===== config.mk =====
export PLATFORM = sky130hd
export DESIGN_NAME = clkdiv_prescaler
export DESIGN_NICKNAME = d
export VERILOG_FILES = /design/src/rtl/clkdiv_pkg.sv /design/src/rtl/cdiv_sel_ctrl.sv /design/src/rtl/cdiv_phase_gen.sv /design/src/rtl/cdiv_pin_drv.sv /design/src/rtl/clkdiv_prescaler.sv
export SDC_FILE = /design/constraint.sdc
export NUM_CORES = 1
export LEC_CHECK = 0
export BUFFER_PORTS_ARGS = -buffer_cell sky130_fd_sc_hd__buf_4
export CELL_PAD_IN_SITES_DETAIL_PLACEMENT = 0
export CELL_PAD_IN_SITES_GLOBAL_PLACEMENT = 1
export CORE_ASPECT_RATIO = 0.9
export CORE_UTILIZATION = 45
export CTS_CLUSTER_DIAMETER = 200
export DETAILED_ROUTE_END_ITERATION = 8
export GPL_ROUTABILITY_DRIVEN = 0
export MAX_ROUTING_LAYER = met4
export PLACE_DENSITY = 0.8
export SLEW_MARGIN = 20
export SYNTH_ARGS = -nofsm -noshare
export SYNTH_HDL_FRONTEND = slang
export SYNTH_SLANG_ARGS = --single-unit

===== constraint.sdc =====
create_clock -name clk_fast -period 4 [get_ports clk_fast]
set_input_delay 0.4 -clock clk_fast [delete_from_list [all_inputs] [get_ports clk_fast]]
set_output_delay 0.4 -clock clk_fast [all_outputs]
set_load 0.03 [all_outputs]

===== src/rtl/clkdiv_pkg.sv =====
package clkdiv_pkg;

   // Phase of the divided output clock.
   typedef enum logic {
      PH_LOW  = 1'b0,
      PH_HIGH = 1'b1
   } phase_e;

   // Select code to shift amount, saturating at the largest supported factor.
   function automatic int unsigned sel_to_shift(input int unsigned code,
                                                input int unsigned max_log2);
      return (code > max_log2) ? max_log2 : code;
   endfunction

endpackage


===== src/rtl/cdiv_sel_ctrl.sv =====
module cdiv_sel_ctrl #(
   parameter int unsigned SEL_W    = 4,
   parameter int unsigned MAX_LOG2 = 8,
   parameter int unsigned SHIFT_W  = 4
) (
   input  logic               clk_fast,
   input  logic               rst_n,
   input  logic               sel_wr,
   input  logic [SEL_W-1:0]   sel_code,
   input  logic               apply_stb,
   output logic [SHIFT_W-1:0] cur_shift
);
   import clkdiv_pkg::*;

   logic [SHIFT_W-1:0] dec_shift;
   logic [SHIFT_W-1:0] pend_shift;
   logic               pend_vld;
   logic [SHIFT_W-1:0] cur_q;

   always_comb begin
      dec_shift = SHIFT_W'(sel_to_shift(32'(sel_code), MAX_LOG2));
   end

   // Held code waits for the rising boundary; a later write overwrites it.
   always_ff @(posedge clk_fast or negedge rst_n) begin
      if (!rst_n) begin
         pend_shift <= '0;
         pend_vld   <= 1'b0;
         cur_q      <= '0;
      end else begin
         if (apply_stb && pend_vld) begin
            cur_q <= pend_shift;
         end
         if (sel_wr) begin
            pend_shift <= dec_shift;
            pend_vld   <= 1'b1;
         end else if (apply_stb) begin
            pend_vld   <= 1'b0;
         end
      end
   end

   assign cur_shift = cur_q;


   shift_clamp_chk: assert property (@(posedge clk_fast) disable iff (!rst_n)
      32'(cur_q) <= MAX_LOG2);


   pend_keep_chk: assert property (@(posedge clk_fast) disable iff (!rst_n)
      (pend_vld && !apply_stb && !sel_wr) |=> (pend_vld && $stable(pend_shift)));

endmodule


===== src/rtl/cdiv_phase_gen.sv =====
module cdiv_phase_gen #(
   parameter int unsigned MAX_LOG2 = 8,
   parameter int unsigned SHIFT_W  = 4,
   parameter int unsigned CNT_W    = 8
) (
   input  logic               clk_fast,
   input  logic               rst_n,
   input  logic [SHIFT_W-1:0] cur_shift,
   output logic               rise_stb,
   output logic               clk_next,
   output logic               clk_out
);
   import clkdiv_pkg::*;

   localparam int unsigned RUN_W = CNT_W + 1;

   phase_e           ph_q;
   phase_e           ph_d;
   logic [CNT_W-1:0] cnt_q;
   logic [CNT_W-1:0] half_m1;
   logic             term;

   always_comb begin
      half_m1  = CNT_W'((33'd1 << cur_shift) - 33'd1);
      term     = (cnt_q == half_m1);
      ph_d     = ph_q;
      if (term) begin
         ph_d = (ph_q == PH_HIGH) ? PH_LOW : PH_HIGH;
      end
      clk_next = (ph_d == PH_HIGH);
      rise_stb = term && (ph_q == PH_LOW);
   end

   always_ff @(posedge clk_fast or negedge rst_n) begin
      if (!rst_n) begin
         cnt_q <= '0;
         ph_q  <= PH_LOW;
      end else begin
         cnt_q <= term ? '0 : cnt_q + 1'b1;
         ph_q  <= ph_d;
      end
   end

   assign clk_out = (ph_q == PH_HIGH);

   // Independent run-length tracker for the half-phase assertion.
   logic [RUN_W-1:0] run_q;
   logic [RUN_W-1:0] half_len;

   always_comb begin
      half_len = RUN_W'(33'd1 << cur_shift);
   end

   always_ff @(posedge clk_fast or negedge rst_n) begin
      if (!rst_n) begin
         run_q <= '0;
      end else begin
         run_q <= (clk_next != clk_out) ? RUN_W'(1) : run_q + 1'b1;
      end
   end


   cnt_range_chk: assert property (@(posedge clk_fast) disable iff (!rst_n)
      cnt_q <= half_m1);


   half_len_chk: assert property (@(posedge clk_fast) disable iff (!rst_n)
      ((clk_out != $past(clk_out)) && ($past(run_q) != '0))
      |-> ($past(run_q) == $past(half_len)));

endmodule


===== src/rtl/cdiv_pin_drv.sv =====
module cdiv_pin_drv #(
   parameter bit HAS_PIN = 1'b1
) (
   input  logic clk_fast,
   input  logic rst_n,
   input  logic rise_stb,
   input  logic clk_next,
   input  logic pin_en,
   output logic clk_pin
);

   generate
      if (HAS_PIN) begin : g_pin
         logic en_per_q;
         logic pin_q;

         // Enable is taken only at a rising boundary, so a period is never cut.
         always_ff @(posedge clk_fast or negedge rst_n) begin
            if (!rst_n) begin
               en_per_q <= 1'b0;
               pin_q    <= 1'b0;
            end else begin
               if (rise_stb) begin
                  en_per_q <= pin_en;
               end
               pin_q <= clk_next & (rise_stb ? pin_en : en_per_q);
            end
         end

         assign clk_pin = pin_q;
      end else begin : g_nopin
         logic unused_pin_inputs;
         assign unused_pin_inputs = ^{clk_fast, rst_n, rise_stb, clk_next, pin_en};
         assign clk_pin = 1'b0;
      end
   endgenerate

endmodule


===== src/rtl/clkdiv_prescaler.sv =====
module clkdiv_prescaler #(
   parameter int unsigned SEL_W    = 4,
   parameter int unsigned MAX_LOG2 = 8,
   parameter bit          HAS_PIN  = 1'b1
) (
   input  logic             clk_fast,
   input  logic             rst_n,
   input  logic             sel_wr,
   input  logic [SEL_W-1:0] sel_code,
   input  logic             pin_en,
   output logic             clk_out,
   output logic             clk_pin
);

   localparam int unsigned SHIFT_W = $clog2(MAX_LOG2 + 1);
   localparam int unsigned CNT_W   = MAX_LOG2;

   // Elaboration-time parameter checks.
   generate
      if (MAX_LOG2 < 1 || MAX_LOG2 > 16) begin : g_bad_log2
         $error("clkdiv_prescaler: MAX_LOG2 must lie in 1..16");
      end
      if (SEL_W < 1 || SEL_W > 8) begin : g_bad_selw
         $error("clkdiv_prescaler: SEL_W must lie in 1..8");
      end
      if (((1 << SEL_W) - 1) < MAX_LOG2) begin : g_narrow_sel
         $error("clkdiv_prescaler: SEL_W too narrow to reach MAX_LOG2");
      end
   endgenerate

   logic [SHIFT_W-1:0] cur_shift;
   logic               rise_stb;
   logic               clk_next;

   cdiv_sel_ctrl #(
      .SEL_W    (SEL_W),
      .MAX_LOG2 (MAX_LOG2),
      .SHIFT_W  (SHIFT_W)
   ) sel_i (
      .clk_fast  (clk_fast),
      .rst_n     (rst_n),
      .sel_wr    (sel_wr),
      .sel_code  (sel_code),
      .apply_stb (rise_stb),
      .cur_shift (cur_shift)
   );

   cdiv_phase_gen #(
      .MAX_LOG2 (MAX_LOG2),
      .SHIFT_W  (SHIFT_W),
      .CNT_W    (CNT_W)
   ) phase_i (
      .clk_fast  (clk_fast),
      .rst_n     (rst_n),
      .cur_shift (cur_shift),
      .rise_stb  (rise_stb),
      .clk_next  (clk_next),
      .clk_out   (clk_out)
   );

   cdiv_pin_drv #(
      .HAS_PIN (HAS_PIN)
   ) pin_i (
      .clk_fast (clk_fast),
      .rst_n    (rst_n),
      .rise_stb (rise_stb),
      .clk_next (clk_next),
      .pin_en   (pin_en),
      .clk_pin  (clk_pin)
   );


   shift_move_chk: assert property (@(posedge clk_fast) disable iff (!rst_n)
      (cur_shift != $past(cur_shift)) |-> $rose(clk_out));

   generate
      if (HAS_PIN) begin : g_pin_chk

         pin_gate_chk: assert property (@(posedge clk_fast) disable iff (!rst_n)
            clk_pin |-> clk_out);


         pin_latch_chk: assert property (@(posedge clk_fast) disable iff (!rst_n)
            $rose(clk_out) |-> (clk_pin == $past(pin_en)));
      end
   endgenerate

endmodule


# ---- Yosys cells after proc, flatten, opt, wreduce, memory -nomap -nowiden
# Cells that the tools add are included.
dict set report word_totals {
  register_bits 20
  in_bits 8
  out_inout_bits 2
  wordCells 24
}
dict set report op_classes {
  addsub 2
  magnitude_cmp 1
  n_eq_ne 1
  n_shift 1
  muxes 7
  n_bitwise 2
  n_reduce_logical 3
}
# op n
set ops {}
lappend ops {{$add 8x1->8 const B} 1}
lappend ops {{$eq 8x8->1} 1}
lappend ops {{$mux 8} 1}
lappend ops {{$shl 1x4->8 const A} 1}
lappend ops {{$sub 8x1->8 const B} 1}
lappend ops {{$mux 1} 5}
lappend ops {{$gt 4x4->1 const B} 1}
lappend ops {{$mux 4} 1}
lappend ops {{$logic_and 1x1->1} 2}
lappend ops {{$reduce_bool 2->1} 1}
lappend ops {{$and 1x1->1} 1}
lappend ops {{$not 1->1} 1}

# ---- Depth between registers and ports, before layout
dict set report logic_depth {
  ltp_word 6
  depth_mapped 12
  ltp_nobuf 11
}

# ---- Hierarchy
# Synthesis repeated with hierarchy kept, for this count alone.
dict set report hier_totals {
  hier_cells 101
  hier_area_um2 1061.0
}
# module n_inst cells_each area_each_um2 seq_area_each_um2
set modules_own_cells {}
lappend modules_own_cells {cdiv_phase_gen 1 70 615.6 225.2}
lappend modules_own_cells {cdiv_sel_ctrl 1 27 371.6 225.2}
lappend modules_own_cells {cdiv_pin_drv 1 4 73.8 50.0}

# ---- Worst setup path before layout
# Ideal clock, no wire load.
dict set report synth_timing {
  path_type {register to register}
  start {reg sel_i.cur_q[1] (netlist: sel_i.cur_shift[1])}
  end {reg pin_i.g_pin.pin_q (netlist: pin_i.clk_pin)}
  setup_time_ns 0.119
  arrival_ns 2.707
  required_ns 3.881
  setup_slack_ns 1.174
  path_stages_with_launch 9
  n_path_buf 0
  synth_period_minus_slack_ns 2.826
  path_cell_list {dfrtp_1 or4_4 ha_1 xnor2_1 nor4_4 and4_1 ha_1 mux2_2 and2_1}
}
dict set report synth_via {
  elab_chain_len 6
  elab_cells_between_ends 7
  cone_classes {1 x add/sub; 1 x eq/ne; 1 x shift; 2 x mux; 1 x bitwise; 1 x reduce/logical}
}
# item line_no
set synth_lines {}
lappend synth_lines {{start, declared} cdiv_sel_ctrl.sv:18} ;# logic [SHIFT_W-1:0] cur_q;
lappend synth_lines {{start signal, assigned} cdiv_sel_ctrl.sv:32} ;# cur_q <= pend_shift;
lappend synth_lines {{$shl 1x4->8 *} --}
lappend synth_lines {{$sub 8x1->8 *} cdiv_phase_gen.sv:24} ;# half_m1 = CNT_W'((33'd1 << cur_shift) - 33'd1);
lappend synth_lines {{$eq 8x8->1 *} cdiv_phase_gen.sv:25} ;# term = (cnt_q == half_m1);
lappend synth_lines {{$logic_and 1x1->1} cdiv_phase_gen.sv:31} ;# rise_stb = term && (ph_q == PH_LOW);
lappend synth_lines {{$mux 1} --}
lappend synth_lines {{$and 1x1->1 *} cdiv_pin_drv.sv:26} ;# pin_q <= clk_next & (rise_stb ? pin_en : en_per_q);
lappend synth_lines {{end signal, assigned} cdiv_pin_drv.sv:26}
lappend synth_lines {{end, declared} cdiv_pin_drv.sv:15} ;# logic pin_q;
# Every way passes the cells marked *; elsewhere a longest branch is shown, timed or not.
# A chain may end at the register's enable or synchronous reset.

# ---- Worst setup path in the final report
dict set report layout_timing {
  start {reg sel_i.cur_q[3] (netlist: sel_i.cur_shift[3])}
  end {reg pin_i.g_pin.pin_q (netlist: pin_i.clk_pin)}
}
# Same word-level chain as after synthesis.

==> impl_results.md <==
- Status: completed
- Worst R2R End: pin_i.clk_pin
- Crit path max-delay family: simple AND/OR/NAND/NOR gates
- Setup ws final: ~770 ps
- Post-synth EDFFs: 0
- Slowest Stage Delay on Critical Path: 590 ps
- Mean area per synthesized cell: 10.61 um2
- RSZ-0062 raised after global routing: false
- Cell Area, Synth: 1061 um2
- Io pins: 10
- Setup CP Type: flip-flop to flip-flop
- Ant diodes: 0
- CTS tree: yes
- DP HPWL: 1416 um
- Total CTS buffers: 3
- CP Data Arrival Time: 3430 ps
- Area Growth Syn to Fin: 11.67%
- GRT Resource Usage Total: about 19%
- DRC: 0
- H-tree levels: 1
- Worst Hold Class: input pin to flip-flop
- Die Area: 2556 um2
- Fmax: 309.2 MHz
- Cells after Synth: 100
- Post-synthesis cell type count: 29
- Crit-path cells: or4_4 -> ha_1 -> xnor2_1 -> xnor2_1 -> nor4_4 -> and4_1 -> ha_1 -> mux2_2 -> and2_1
- Reg2Reg Setup Slack: 770 ps
- Worst-skew pair later-pin latency: 290 ps
- MaxCap Viol Count: 0
- Post-Route WL: between 1500 and 2000 um
- Reg2reg start: sel_i.cur_shift[3]
- Drt wl/cell: roughly 15 um
- Worst Hold Path Cells: 3
- Final nets: approximately 120
- Most common cell in the synthesized netlist: dfrtp_1
- CTS sink count: 20
- Worst-Margin Slew: 570.5 ps
- CP Data Required Time: 4200 ps
- Fin area: around 1200 um2
- Startpoint types: flip-flop
- R2R cell count: 9
- Most common library cells after synthesis: 20 x dfrtp_1, 9 x o21ai_0, 8 x a41oi_1, 7 x inv_1
- Number of synthesized register bits: 20
- Core box area: 2202 um2
- Sequential area share after synthesis: 47.17%
- Synthesized Nets: 111
- Synth area leaders: dfrtp_1 47%, a41oi_1 6.6%, xor2_1 5.0%
- Global-route wire length before repair: 3243 um
- Reg clk slew, reported paths: 110 ps
- Synth async-reset ratio: 100.0%
- HP Start: sel_code[1]
- Post-CTS Resized: 0
- Pre-CTS setup slack: 812.0 ps
- Initial antenna violation count: 0
- PwrDens: between 800 and 900 nW/um2
- Max-slew violations: 0
- Final hold violations: 0
- Chip Height: 48.07 um
- Final setup viols: 0
- Element type at the critical path end: flip-flop
- Routed Antenna Nets: 0
- Root Driver: clkbuf_4
- Starting density of the core: 48.18%
- Vias per cell: about 5.4
- Pleak: 0.5004 nW
- Worst-case vdd ir drop: 399.9 uV
- Drt first pass iters: 4
- Slew HR: just over 60%
- Port bufs: 9
- CP startpoint: sel_i.cur_shift[3]
- Clock Tree Buf Depth: 2
- Final period utilization: 80.86%
- Rows: 16
- GRT Residual Overflow: 0
- WHS Endpoint: sel_i.pend_shift[1]
- Final setup TNS: 0 ps
- Hold Buf Count CTS: 1
- Crit-path max FO: 11
- Cell Area, Placed: 1139 um2
- Setup Skew: 3.239 ps
- Post-synth top area cell: dfrtp_1
- Initial DRC count: 10
- Vias in the first global route: ~700
- Post-CTS Setup Bufs: 0
- Via count: 743
- Primary FF master, synth: dfrtp_1
- Yosys warning total: 0
- CP bufs+invs: 0
- Post-layout util: 53.81%
- Share of layout cells above drive strength 1: 16.36%
- Crit-path slowest cell: or4_4
- Top cell type's share of synthesized area: 47.17%
- Largest net degree at the start of global routing: 21
- Die width: around 53 um
- Tmin final: 3234 ps
[tightest hold or removal path: stages]
cell and delay [ps]:
buf_4 70, nand3b_1 60, o21ai_0 60
[layout by cell type (no fill, tap or decap)]
cell type,Yosys,final
dfrtp_1,20,20
o21ai_0,9,9
buf_4,0,9
a41oi_1,8,8
inv_1,7,7
nand2_1,6,6
xor2_1,6,6
nand3_1,5,5
xnor2_1,5,5
nand3b_1,4,4
and2_1,3,3
a21o_1,3,3
mux2_2,3,3
ha_1,3,3
clkbuf_4,0,3
nor2_1,2,2
nor3_1,2,2
or4_4,1,1
o211ai_1,1,1
a21oi_1,1,1
or4_1,1,1
o31a_1,1,1
nor4b_1,1,1
nor4_4,1,1
and4_1,1,1
and3_1,1,1
nand4_1,1,1
clkbuf_8,0,1
dlygate4sd3_1,0,1
[kinds of logic (layout without fill, tap and decap cells)]
kind of cell | count (synthesis) | after routing | share of synthesized area, %
compound gates | 23 | 23 | 14.98
simple gates | 29 | 29 | 17.34
flops | 20 | 20 | 47.17
xor+xnor | 11 | 11 | 9.080
buf+inv | 11 | 21 | 4.716
mux | 3 | 3 | 3.184
fa+ha+maj | 3 | 3 | 3.538
[through the flow]
step / instances / total power [mW] / hold WS [ps]
6_report: 137 / 0.9752 / 337.0
5_1_grt: 137 / 1.053 / 338.5
4_1_cts: 137 / 0.9791 / 331.3
3_5_place_dp: 132 / 0.8610 / 291.9
3_3_place_gp: 132 / 0.8468 / 289.0
2_1_floorplan: 100 / 0.7594 / 104.4
[per-layer routing]
metal	vias up	global-route usage, %	part of all wire, %
met5	-	-	0
met4	0	7.895	0.70
met3	2	1.905	2.4
met2	11	24.05	43
met1	347	28.63	53
li1	383	-	-
[state kept, by name (all words and copies together), names as in the netlist]
| register | cells |
|---|---|
| phase_i.clk_out | 1 |
| phase_i.cnt_q | 8 |
| pin_i.clk_pin | 1 |
| pin_i.g_pin.en_per_q | 1 |
| sel_i.cur_shift | 4 |
| sel_i.pend_shift | 4 |
| sel_i.pend_vld | 1 |
[how the worst max path moves through the flow]
stage | to | slack, ps | depth (start not counted)
after global placement | pin_i.clk_pin | 890 | 8
after CTS | pin_i.clk_pin | 790 | 9
after detailed placement | pin_i.clk_pin | 810 | 9
after global routing | pin_i.clk_pin | 620 | 9
final | pin_i.clk_pin | 770 | 9
after floorplan | pin_i.clk_pin | 1170 | 8
[final cells by class]
class / instances / area [um2]
clock buffer: 4 / 36.28
tap: 27 / 33.78
inverter: 7 / 26.28
sequential: 20 / 500.5
timing repair buffer: 10 / 77.57
fill: 214 / 1017
multi-input combinational: 69 / 510.5
[report_power, final]
part           total (mW)  switching [mW]  internal (mW)
sequential          0.381           0.106          0.275
clock               0.115          0.0591         0.0554
combinational       0.479           0.270          0.210
Power figures use the tool's default switching activity.
